File: src/rtl/irqc_pkg.sv
// Package: shared constants and helpers for the prioritized interrupt
// controller. Assumes 16 interrupt bit positions, position 0 unused.
package irqc_pkg;
    localparam int IRQ_W   = 16;
    localparam int CODE_W  = 4;
    localparam int BUS_W   = 32;
    localparam int ADDR_W  = 8;
    localparam logic [IRQ_W-1:0] KEEP_MASK = 16'hFFFE;

    localparam logic [ADDR_W-1:0] A_GROUP  = 8'h00;
    localparam logic [ADDR_W-1:0] A_PEND   = 8'h04;
    localparam logic [ADDR_W-1:0] A_FALIAS = 8'h08;
    localparam logic [ADDR_W-1:0] A_CLEAR  = 8'h0C;
    localparam logic [ADDR_W-1:0] A_STAT   = 8'h10;
    localparam logic [ADDR_W-1:0] A_BCAST  = 8'h14;
    localparam logic [1:0] BANK_MASK  = 2'b01;
    localparam logic [1:0] BANK_FORCE = 2'b10;
    localparam logic [1:0] BANK_EXT   = 2'b11;

    // Number of the highest set bit at positions 15..1, or 0 when none is set.
    function automatic logic [CODE_W-1:0] top_bit(input logic [IRQ_W-1:0] v);
        logic [CODE_W-1:0] r;
        r = '0;
        for (int i = 1; i < IRQ_W; i++) begin
            if (v[i]) r = CODE_W'(i);
        end
        return r;
    endfunction
endpackage

File: src/rtl/irqc_edge.sv
// Module: rising-edge capture of the request lines.
// Assumes lines are synchronous to clk. Position 0 never reports a rise.
module irqc_edge
    import irqc_pkg::*;
(
    input  logic             clk,
    input  logic             rst_n,
    input  logic [IRQ_W-1:0] lines,
    output logic [IRQ_W-1:0] rise
);
    logic [IRQ_W-1:0] prev_q;

    // Remember last cycle's line levels.
    always_ff @(posedge clk) begin
        if (!rst_n) prev_q <= '0;
        else        prev_q <= lines;
    end

    // A rise is a line high now and low last cycle; position 0 is dropped.
    always_comb rise = lines & ~prev_q & KEEP_MASK;

    // a rise is never reported on two cycles in a row.
    p_single_rise_r9: assert property (@(posedge clk) disable iff (!rst_n)
        (rise & $past(rise)) == '0);
endmodule

File: src/rtl/irqc_prio.sv
// Module: per-processor selection. Builds the candidate set, picks the
// high group if it is non-empty, otherwise the low group, and registers the
// number of the highest set bit. Assumes inputs are register outputs.
module irqc_prio
    import irqc_pkg::*;
(
    input  logic              clk,
    input  logic              rst_n,
    input  logic [IRQ_W-1:0]  pend,
    input  logic [IRQ_W-1:0]  frc,
    input  logic [IRQ_W-1:0]  msk,
    input  logic [IRQ_W-1:0]  grp,
    output logic [CODE_W-1:0] lvl_o
);
    logic [IRQ_W-1:0] cand;
    logic [IRQ_W-1:0] hi_set;
    logic [IRQ_W-1:0] lo_set;
    logic [IRQ_W-1:0] pick;

    // Candidate sets for the two groups and the chosen one.
    always_comb begin
        cand   = (pend | frc) & msk;
        hi_set = cand & grp;
        lo_set = cand & ~grp;
        pick   = (hi_set != '0) ? hi_set : lo_set;
    end

    // Register the encoded winner.
    always_ff @(posedge clk) begin
        if (!rst_n) lvl_o <= '0;
        else        lvl_o <= top_bit(pick);
    end

    // a non-zero code names a bit that was a candidate.
    p_code_is_cand_r3: assert property (@(posedge clk) disable iff (!rst_n)
        (lvl_o != '0) |-> (($past(cand) & (16'h1 << lvl_o)) != '0));
    // when high-group candidates existed, the code is one of them.
    p_high_first_r3: assert property (@(posedge clk) disable iff (!rst_n)
        ($past(cand & grp) != '0) |-> (($past(grp) & (16'h1 << lvl_o)) != '0));
    // no candidates gives code 0 one cycle later.
    p_idle_zero_r12: assert property (@(posedge clk) disable iff (!rst_n)
        ($past(cand) == '0) |-> (lvl_o == '0));
endmodule

File: src/rtl/irqc_rdmux.sv
// Module: read-data selection for the register port. Combinational; returns
// zero when the read strobe is low or the offset is not mapped.
module irqc_rdmux
    import irqc_pkg::*;
#(
    parameter int NCPU = 4
) (
    input  logic                       rd,
    input  logic [ADDR_W-1:0]          addr,
    input  logic [IRQ_W-1:0]           grp,
    input  logic [IRQ_W-1:0]           pend,
    input  logic [IRQ_W-1:0]           bcast,
    input  logic [NCPU-1:0][IRQ_W-1:0] msk,
    input  logic [NCPU-1:0][IRQ_W-1:0] frc,
    input  logic [NCPU-1:0][3:0]       ext,
    output logic [BUS_W-1:0]           rdata
);
    logic [3:0] idx;
    logic       idx_ok;

    // Pick the addressed register value.
    always_comb begin
        idx    = addr[5:2];
        idx_ok = (int'(idx) < NCPU) && (addr[1:0] == 2'b00);
        rdata  = '0;
        if (rd) begin
            if (addr == A_GROUP)       rdata = {16'h0, grp};
            else if (addr == A_PEND)   rdata = {16'h0, pend};
            else if (addr == A_FALIAS) rdata = {16'h0, frc[0]};
            else if (addr == A_BCAST)  rdata = {16'h0, bcast};
            else if (idx_ok && addr[7:6] == BANK_MASK)  rdata = {16'h0, msk[idx]};
            else if (idx_ok && addr[7:6] == BANK_FORCE) rdata = {16'h0, frc[idx]};
            else if (idx_ok && addr[7:6] == BANK_EXT)   rdata = {28'h0, ext[idx]};
        end
    end
endmodule

File: src/rtl/irq_prio_ctrl.sv
// Module: top of the prioritized interrupt controller. Holds the group,
// pending, broadcast, mask, force and extended registers, applies bus writes,
// request rises and acknowledges, and feeds one selector per processor.
// Assumes single-cycle 32-bit accesses and NCPU no larger than 16.
module irq_prio_ctrl
    import irqc_pkg::*;
#(
    parameter int NCPU = 4
) (
    input  logic                   clk,
    input  logic                   rst_n,
    input  logic [IRQ_W-1:0]       irq_in,
    input  logic [ADDR_W-1:0]      bus_addr,
    input  logic                   bus_wr,
    input  logic                   bus_rd,
    input  logic [BUS_W-1:0]       bus_wdata,
    output logic [BUS_W-1:0]       bus_rdata,
    input  logic [NCPU-1:0]        ack_vld,
    input  logic [NCPU*CODE_W-1:0] ack_num,
    output logic [NCPU*CODE_W-1:0] cpu_lvl
);
    localparam int IDX_W = 4;

    logic [IRQ_W-1:0]           grp_q, pend_q, bcast_q;
    logic [NCPU-1:0][IRQ_W-1:0] msk_q, frc_q, frc_d;
    logic [NCPU-1:0][3:0]       ext_q;
    logic [NCPU-1:0][IRQ_W-1:0] ack_oh;
    logic [IRQ_W-1:0]           ack_all, rise, pend_d;
    logic [IRQ_W-1:0]           set_bits, clr_bits;
    logic                       w_grp, w_alias, w_clear, w_bcast;
    logic [NCPU-1:0]            w_msk, w_frc, w_ext;

    irqc_edge u_edge (
        .clk   (clk),
        .rst_n (rst_n),
        .lines (irq_in),
        .rise  (rise)
    );

    // Decode global write strobes.
    always_comb begin
        w_grp    = bus_wr && (bus_addr == A_GROUP);
        w_alias  = bus_wr && (bus_addr == A_FALIAS);
        w_clear  = bus_wr && (bus_addr == A_CLEAR);
        w_bcast  = bus_wr && (bus_addr == A_BCAST);
        set_bits = bus_wdata[15:0] & KEEP_MASK;
        clr_bits = bus_wdata[31:16] & KEEP_MASK;
    end

    // Decode per-processor write strobes.
    for (genvar n = 0; n < NCPU; n++) begin : g_dec
        logic hit;
        always_comb begin
            hit      = bus_wr && (bus_addr[5:2] == IDX_W'(n)) && (bus_addr[1:0] == 2'b00);
            w_msk[n] = hit && (bus_addr[7:6] == BANK_MASK);
            w_frc[n] = hit && (bus_addr[7:6] == BANK_FORCE);
            w_ext[n] = hit && (bus_addr[7:6] == BANK_EXT);
        end
    end

    // Turn acknowledges into one-hot clear masks.
    always_comb begin
        ack_all = '0;
        for (int n = 0; n < NCPU; n++) begin
            ack_oh[n] = ack_vld[n] ? (16'h1 << ack_num[n*CODE_W +: CODE_W]) : '0;
            ack_all   = ack_all | ack_oh[n];
        end
    end

    // Next pending and force values; new rises win over clears.
    always_comb begin
        pend_d = pend_q;
        if (w_clear) pend_d = pend_d & ~set_bits;
        pend_d = (pend_d & ~ack_all) | (rise & ~bcast_q);
        for (int n = 0; n < NCPU; n++) begin
            frc_d[n] = frc_q[n];
            if (n == 0 && w_alias) frc_d[n] = set_bits;
            else if (w_frc[n])     frc_d[n] = (frc_q[n] | set_bits) & ~clr_bits;
            frc_d[n] = (frc_d[n] & ~ack_oh[n] & KEEP_MASK) | (rise & bcast_q);
        end
    end

    // Global register state.
    always_ff @(posedge clk) begin
        if (!rst_n) begin
            grp_q   <= '0;
            pend_q  <= '0;
            bcast_q <= '0;
        end else begin
            if (w_grp)   grp_q   <= set_bits;
            if (w_bcast) bcast_q <= set_bits;
            pend_q <= pend_d;
        end
    end

    // Per-processor register state and selectors.
    for (genvar n = 0; n < NCPU; n++) begin : g_cpu
        always_ff @(posedge clk) begin
            if (!rst_n) begin
                msk_q[n] <= '0;
                frc_q[n] <= '0;
                ext_q[n] <= '0;
            end else begin
                if (w_msk[n]) msk_q[n] <= set_bits;
                if (w_ext[n]) ext_q[n] <= bus_wdata[3:0];
                frc_q[n] <= frc_d[n];
            end
        end

        irqc_prio u_prio (
            .clk   (clk),
            .rst_n (rst_n),
            .pend  (pend_q),
            .frc   (frc_q[n]),
            .msk   (msk_q[n]),
            .grp   (grp_q),
            .lvl_o (cpu_lvl[n*CODE_W +: CODE_W])
        );

        // a broadcast rise lands in this processor's force register.
        p_bcast_force_r7: assert property (@(posedge clk) disable iff (!rst_n)
            ($past(rise & bcast_q) & ~frc_q[n]) == '0);
    end

    irqc_rdmux #(.NCPU(NCPU)) u_rd (
        .rd    (bus_rd),
        .addr  (bus_addr),
        .grp   (grp_q),
        .pend  (pend_q),
        .bcast (bcast_q),
        .msk   (msk_q),
        .frc   (frc_q),
        .ext   (ext_q),
        .rdata (bus_rdata)
    );

    // pending only gains bits from non-broadcast rises.
    p_pend_source_r6: assert property (@(posedge clk) disable iff (!rst_n)
        (pend_q & ~$past(pend_q) & ~$past(rise & ~bcast_q)) == '0);
    // an acknowledged bit is clear next cycle unless it rose again.
    p_ack_clears_r8: assert property (@(posedge clk) disable iff (!rst_n)
        (pend_q & $past(ack_all & ~rise)) == '0);
endmodule

File: config.mk
export PLATFORM = sky130hd
export DESIGN_NAME = irq_prio_ctrl
export DESIGN_NICKNAME = d
export VERILOG_FILES = /design/src/rtl/irqc_pkg.sv /design/src/rtl/irqc_edge.sv /design/src/rtl/irqc_prio.sv /design/src/rtl/irqc_rdmux.sv /design/src/rtl/irq_prio_ctrl.sv
export SDC_FILE = /design/constraint.sdc
export NUM_CORES = 1
export LEC_CHECK = 0
export BUFFER_PORTS_ARGS = -buffer_cell sky130_fd_sc_hd__buf_2
export CORE_MARGIN = 5
export CORE_UTILIZATION = 35
export CTS_BUF_LIST = sky130_fd_sc_hd__clkbuf_8
export CTS_CLUSTER_SIZE = 16
export DETAILED_ROUTE_END_ITERATION = 10
export PLACE_DENSITY = 0.51
export SETUP_SLACK_MARGIN = 0.1
export SKIP_CTS_REPAIR_TIMING = 1
export SLEW_MARGIN = 30
export SYNTH_ARGS = -nofsm -noshare
export SYNTH_HDL_FRONTEND = slang
export SYNTH_HIERARCHICAL = 1
export SYNTH_SLANG_ARGS = --single-unit
File: constraint.sdc
create_clock -name clk -period 2.16 [get_ports clk]
set_input_delay 0.432 -clock clk [delete_from_list [all_inputs] [get_ports clk]]
set_output_delay 0.432 -clock clk [all_outputs]
set_load 0.005 [all_outputs]
==> results of run 1 <==
-- registers in the layout, indices dropped and copies added (netlist names) --
register / count
frc_q: 60
ext_q: 16
g_cpu.u_prio/lvl_o: 16
msk_q: 60
grp_q: 15
u_edge/prev_q: 15
bcast_q: 15
pend_q: 16
-- worst max-delay path, stage by stage --
cell     delay, ns
buf_6         0.09
or4_4         0.58
nor3b_4       0.22
buf_6         0.15
buf_12        0.14
a22oi_2       0.07
a31oi_1       0.21
buf_4         0.18
buf_6         0.10
-- cells in the final DEF (no fill, tap or decap), types with 13 or more instances in the layout --
master	synthesis	routed
buf_4	20	275
dfxtp_1	213	156
o21ai_0	127	124
nand2_1	125	123
mux2i_1	122	122
buf_2	35	104
a21oi_1	88	84
nor2_1	82	81
o211ai_1	65	65
clkbuf_8	0	55
dfxtp_2	0	54
buf_6	12	44
conb_1	3	40
a21o_1	39	39
mux4_2	36	36
buf_12	0	32
o221ai_2	8	30
nand4_1	27	27
nand3_1	26	24
and2_1	24	21
a41o_1	21	21
inv_1	13	21
a31oi_1	26	20
o221ai_4	0	18
nor2b_1	18	17
o221a_2	24	17
o211ai_2	16	16
a2bb2oi_1	16	16
nand2b_1	15	15
o221ai_1	53	13
-- routing by layer --
metal	wire, um	vias to the layer above	share of wire (%)
li1	-	6571	-
met1	28840	7206	44
met2	27220	863	42
met3	6930	159	11
met4	2326	4	3.6
met5	56	-	0.086
-- final cells by class --
cell class	instances	area [sq um]	share of cell area, %
clock inverters	15	96.34	0.5078
well taps	511	639.4	3.370
clock buffers	55	757.0	3.990
inverters	14	52.55	0.2770
repair buffers	460	3799	20.02
multi-input cells	1153	9286	48.94
flip-flops and latches	213	4343	22.89
-- power breakdown --
part	switching (uW)	internal (uW)	total, uW
combinational	807	488	1300
clock	1940	2390	4330
sequential	82.7	3980	4070
total	2830	6860	9690
-- through the flow --
step                      std cells  TNS [ns]  power (uW)  instance area (sq um)
final                          2421    -8.537        9691                  18970
after global routing           2421    -11.14       10010                  18970
after CTS                      2379    -11.72        9612                  17560
after floorplan                1501   -0.8171        4732                  13500
after detailed placement       2309    -32.82        5284                  16700
after global placement         2309    -29.69        5277                  16700
-- logic make-up after synthesis --
logic type | after synthesis | synth area share (%)
other | 3 | 0.08454
AND/OR/NAND/NOR | 391 | 16.23
buffers and inverters | 135 | 5.402
multiplexers | 162 | 15.59
AO/OA/AOI/OAI | 560 | 30.67
flip-flops | 213 | 32.02
-- final timing paths --
path,from,endpoint,slack [ns],cells past startpoint
hold / removal,irq_in[13],u_edge/prev_q[13],0.03,2
setup / recovery,bus_addr[4],bus_rdata[7],-0.45,9
hold reg to reg,ext_q[0],ext_q[0],0.46,2
setup reg to reg,pend_q[2],g_cpu[3].u_prio/lvl_o[0],-0.30,10
==> impl_metrics.csv, run 1 <==
group,metric,value,unit
clock_network,cts_tree,"built",
setup_path,worstSetupPathType,"input pin to output pin",
placement,dp_hpwl,48920,um
yosys,syn_area_per_cell,9.098,sq um
outcome,status,"complete, but fails checks",
sta,finClkSkew,0.02914,ns
floorplanning,fp.dieW,205.1,um
clock_network,h-tree-depth,2,
global_routing,grt_use_met1,43.95,%
setup_path,critPathMaxFanout,7,
yosys,synth_top_area_share,32.02,%
floorplanning,placeableCoreArea,37580,sq um
global_routing,antenna_found_initial,1,
floorplanning,num_rows,71,
layout,diodes,0,
yosys,synthCells,1464,
placement,gp_congestion,1.001,
sta,holdWs,0.02580,ns
global_routing,busiest_layer,"met1",
floorplanning,top_level_ports,128,
sta,layout_min_cycle_time,2.614,ns
yosys,yosys.cell_count.top_type,"dfxtp_1",
placement,port_buffers,109,
clock_network,clockBufferDepth,3,
global_routing,grt_max_degree,47,
yosys,ys_async_sr_fraction,0,%
yosys,ys.flop_type,"dfxtp_1",
clock_network,clk_pin_slew_worst_paths,0.05,ns
layout,fin_nets,1964,
yosys,synth_edf_count,0,
layout,nFillCells,3620,
outcome,violations,"setup timing",
global_routing,grt_use_met3,7.757,%
sta,hold_viol,0,
global_routing,grt_pass1_wl,92870,um
floorplanning,initial_core_util,35.44,%
layout,area_delta_synth_final,42.45,%
sta,max_freq,0.3826,GHz
sta,rsz0062_at_grt,"yes",
layout,drive_gt1_share,41.62,%
sta,worstMarginPinSlew,0.6644,ns
power_and_ir_drop,vdd_drop_max,441.1,uV
layout,utilization,50.49,%
yosys,synth_seq_cells,213,
yosys,synthTopCellsByCount,"dfxtp_1, o21ai_0, nand2_1",
job,drv_cap,0,
setup_path,cp-start-kind,"input pin",
yosys,ys_top_cells_by_area,"dfxtp_1, mux2i_1, mux4_2",
sta,finalSetupViolCount,32,
drt,routedWlPerCell,27.01,um
placement,place_ws,-0.4539,ns
yosys,yosysUniqueCellTypes,66,
global_routing,grtUsageTotal,29.66,%
sta,slew_headroom,55.33,%
clock_network,numCtsBuffers,42,
yosys,yosysSeqAreaShare,32.02,%
clock_network,worstSkewPairLatency,0.62,ns
global_routing,overflow,0,
drt,antenna_left,0,
drt,drt-total-wl,65380,um
min_path,hold_class,"input pin to register",
yosys,yosysTopAreaCell,"dfxtp_1",
power_and_ir_drop,p_leak,0.008117,uW
floorplanning,die_height,205.1,um
global_routing,grt_pass1_vias,13737,
sta,layout_setup_ws,-0.4538,ns
setup_path,cp.required,1.73,ns
sta,timing.final.crit_share,121.0,%
drt,route.detailed.drc,0,
drt,dr.pass1.iters,7,
drt,first_iter_violations,1742,
power_and_ir_drop,cellPowerDensity,510.8,nW/um^2
drt,num_vias,14803,
sta,maxSlewViolCount,0,
clock_network,clock-sinks,213,
yosys,synth_area,13320,sq um
yosys,yosysWarnings,6,
clock_network,clock_tree.root_cell,"clkbuf_8",
floorplanning,die-area,42060,sq um
global_routing,use_met2,41.36,%
setup_path,cp.arrival,2.18,ns
drt,vias_per_cell,6.114,
setup_path,endpoint_kind,"output pin",
Note: power is estimated with default switching activity, not from simulation.
==> run 2, diff against run 1 <==
ABC_AREA = 1   (was not set)
==> impl_metrics.csv, run 2 <==
group,metric,value,unit
sta,worstMarginPinSlew,0.5206,ns
sta,max_freq,0.4279,GHz
floorplanning,die-area,44720,sq um
setup_path,cp.required,2.64,ns
global_routing,grt_pass1_vias,15189,
clock_network,clk_pin_slew_worst_paths,0.06,ns
floorplanning,die_height,211.5,um
placement,dp_cells,3318,
sta,timing.final.crit_share,108.2,%
yosys,ys_async_sr_fraction,0,%
layout,fin_cells,3439,
setup_path,cp-start-kind,"register",
layout,utilization,50.95,%
sta,timing.setup.tns,-2.152,ns
drt,drt-total-wl,64880,um
yosys,synthTopCellsByCount,"nand2_1, inv_1, nand3_1",
placement,port_buffers,109,
yosys,synth_edf_count,0,
setup_path,endpoint_kind,"register",
clock_network,clock-sinks,213,
yosys,yosysUniqueCellTypes,36,
floorplanning,initial_core_util,35.59,%
setup_path,critPathMaxFanout,6,
sta,maxSlewViolCount,0,
floorplanning,num_rows,73,
yosys,synth_seq_cells,213,
floorplanning,placeableCoreArea,39910,sq um
global_routing,grt_max_degree,77,
placement,gp_congestion,0.9586,
layout,layout_common_cells,"nand2_1, inv_1, buf_4",
outcome,status,"complete, but fails checks",
sta,rsz0062_at_grt,"yes",
yosys,yosysTopAreaCell,"dfxtp_1",
setup_path,worstSetupPathType,"register to register",
drt,num_vias,17478,
yosys,syn_area_per_cell,5.794,sq um
yosys,ys.flop_type,"dfxtp_1",
clock_network,h-tree-depth,2,
outcome,violations,"setup timing",
global_routing,antenna_found_initial,0,
clock_network,cts_tree,"built",
floorplanning,top_level_ports,128,
floorplanning,fp.dieW,211.5,um
power_and_ir_drop,vdd_drop_max,334.1,uV
setup_path,cp.arrival,2.82,ns
sta,layout_setup_ws,-0.1768,ns
drt,routedWlPerCell,18.87,um
layout,fin_nets,2965,
yosys,yosysSeqAreaShare,30.02,%
placement,place_ws,-0.2239,ns
job,drv_cap,0,
power_and_ir_drop,p_leak,0.009682,uW
layout,top_regs,"frc_q: 60 flops, msk_q: 60 flops",
layout,area_delta_synth_final,43.16,%
layout,diodes,0,
min_path,hold_class,"input pin to register",
layout,drive_gt1_share,32.19,%
yosys,yosys.cell_count.top_type,"nand2_1",
sta,finClkSkew,0.02778,ns
global_routing,grt_pass1_wl,92650,um
drt,first_iter_violations,1566,
yosys,yosysWarnings,6,
power_and_ir_drop,cellPowerDensity,480.5,nW/um^2
clock_network,numCtsBuffers,43,
global_routing,overflow,0,
layout,mostFrequentLayoutCell,"nand2_1",
clock_network,worstSkewPairLatency,0.61,ns
clock_network,clock_tree.root_cell,"clkbuf_8",
global_routing,grtUsageTotal,26.96,%
yosys,synthCells,2452,
yosys,synth_area,14210,sq um
sta,slew_headroom,65.16,%
yosys,synth_top_area_share,30.02,%
clock_network,clockBufferDepth,3,
power_and_ir_drop,power,9772,uW
sta,finalSetupViolCount,25,
drt,dr.pass1.iters,8,
sta,hold_viol,0,
drt,route.detailed.drc,0,
sta,layout_min_cycle_time,2.337,ns
drt,vias_per_cell,5.082,
yosys,ys_top_cells_by_area,"dfxtp_1, nand2_1, inv_1",
drt,antenna_left,0,
placement,dp_hpwl,49690,um
## run 2: cell count changes in the layout (fill, tap and decap cells not counted), moves of 36 or more
cell	change
inv_1	+350
nor2_2	+65
o21ai_1	+55
mux4_2	-36
nand2_2	+85
nand3_2	+54
nand3_1	+175
dfxtp_1	-40
o211ai_1	-62
a21o_1	-39
nand2_1	+493
mux2i_1	-122
a21oi_1	+118
nor2_1	+96
## run 2: path summary, 6_finish.rpt
check,from,end,slack (ns),cells past startpoint
worst min-delay path,irq_in[4],u_edge/prev_q[4],0.02,3
worst min register to register,ext_q[11],ext_q[11],0.44,2
worst max-delay path,pend_q[4],g_cpu[2].u_prio/lvl_o[0],-0.18,22
worst max register to register,pend_q[4],g_cpu[2].u_prio/lvl_o[0],-0.18,22
## run 2: stage by stage
stage | hold WS [ns] | cell area (sq um)
after floorplan | 0.4236 | 14350
after global placement | 0.4315 | 17660
after detailed placement | 0.4353 | 17660
after CTS | -0.02651 | 18490
after global routing | 0.01579 | 20340
final | 0.01638 | 20340
## run 2: cells by family (layout without fill, tap and decap cells)
kind of cell / count (synthesis) / count (layout) / synth area share (%)
buffers and inverters: 494 / 919 / 14.71
AND/OR/NAND/NOR: 1321 / 1321 / 39.75
other: 3 / 40 / 0.07926
AO/OA/AOI/OAI: 421 / 421 / 15.45
flip-flops: 213 / 213 / 30.02
## run 2: area by class of cell
| type | count | area, sq um |
|---|---|---|
| well taps | 525 | 656.9 |
| repair buffers | 466 | 3966 |
| flip-flops and latches | 213 | 4408 |
| clock inverters | 22 | 111.4 |
| multi-input cells | 1782 | 9039 |
| fillers | 4112 | 19580 |
| inverters | 379 | 1440 |
| clock buffers | 52 | 715.7 |
## run 2: per-layer routing
metal	up-vias	global-route usage [%]	wire length, um
met5	-	0	0
met4	0	7.685	1810
met3	99	6.165	5600
met2	707	39.40	27480
met1	8110	39.61	29990
li1	8562	-	-
## run 2: power by group
part | internal [uW] | switching, uW | total [uW]
Combinational | 556 | 969 | 1530
Sequential | 3980 | 44.5 | 4020
Clock | 2270 | 1950 | 4220
## run 2: worst max-delay path: stages (launching register included)
cell     delay, ns
dfxtp_2       0.36
inv_1         0.06
nand2_1       0.14
nand3_1       0.11
nand2_1       0.07
nor2_2        0.15
nand2_1       0.11
nor2_4        0.17
buf_12        0.14
buf_12        0.10
nor2_1        0.03
nor2_1        0.14
inv_1         0.06
nand2_1       0.06
nand2_1       0.05
nand2_1       0.06
nand2_1       0.04
nand2_1       0.06
nand2_2       0.06
nand2_1       0.06
nand2_1       0.04
nand2_1       0.07
a21oi_2       0.05
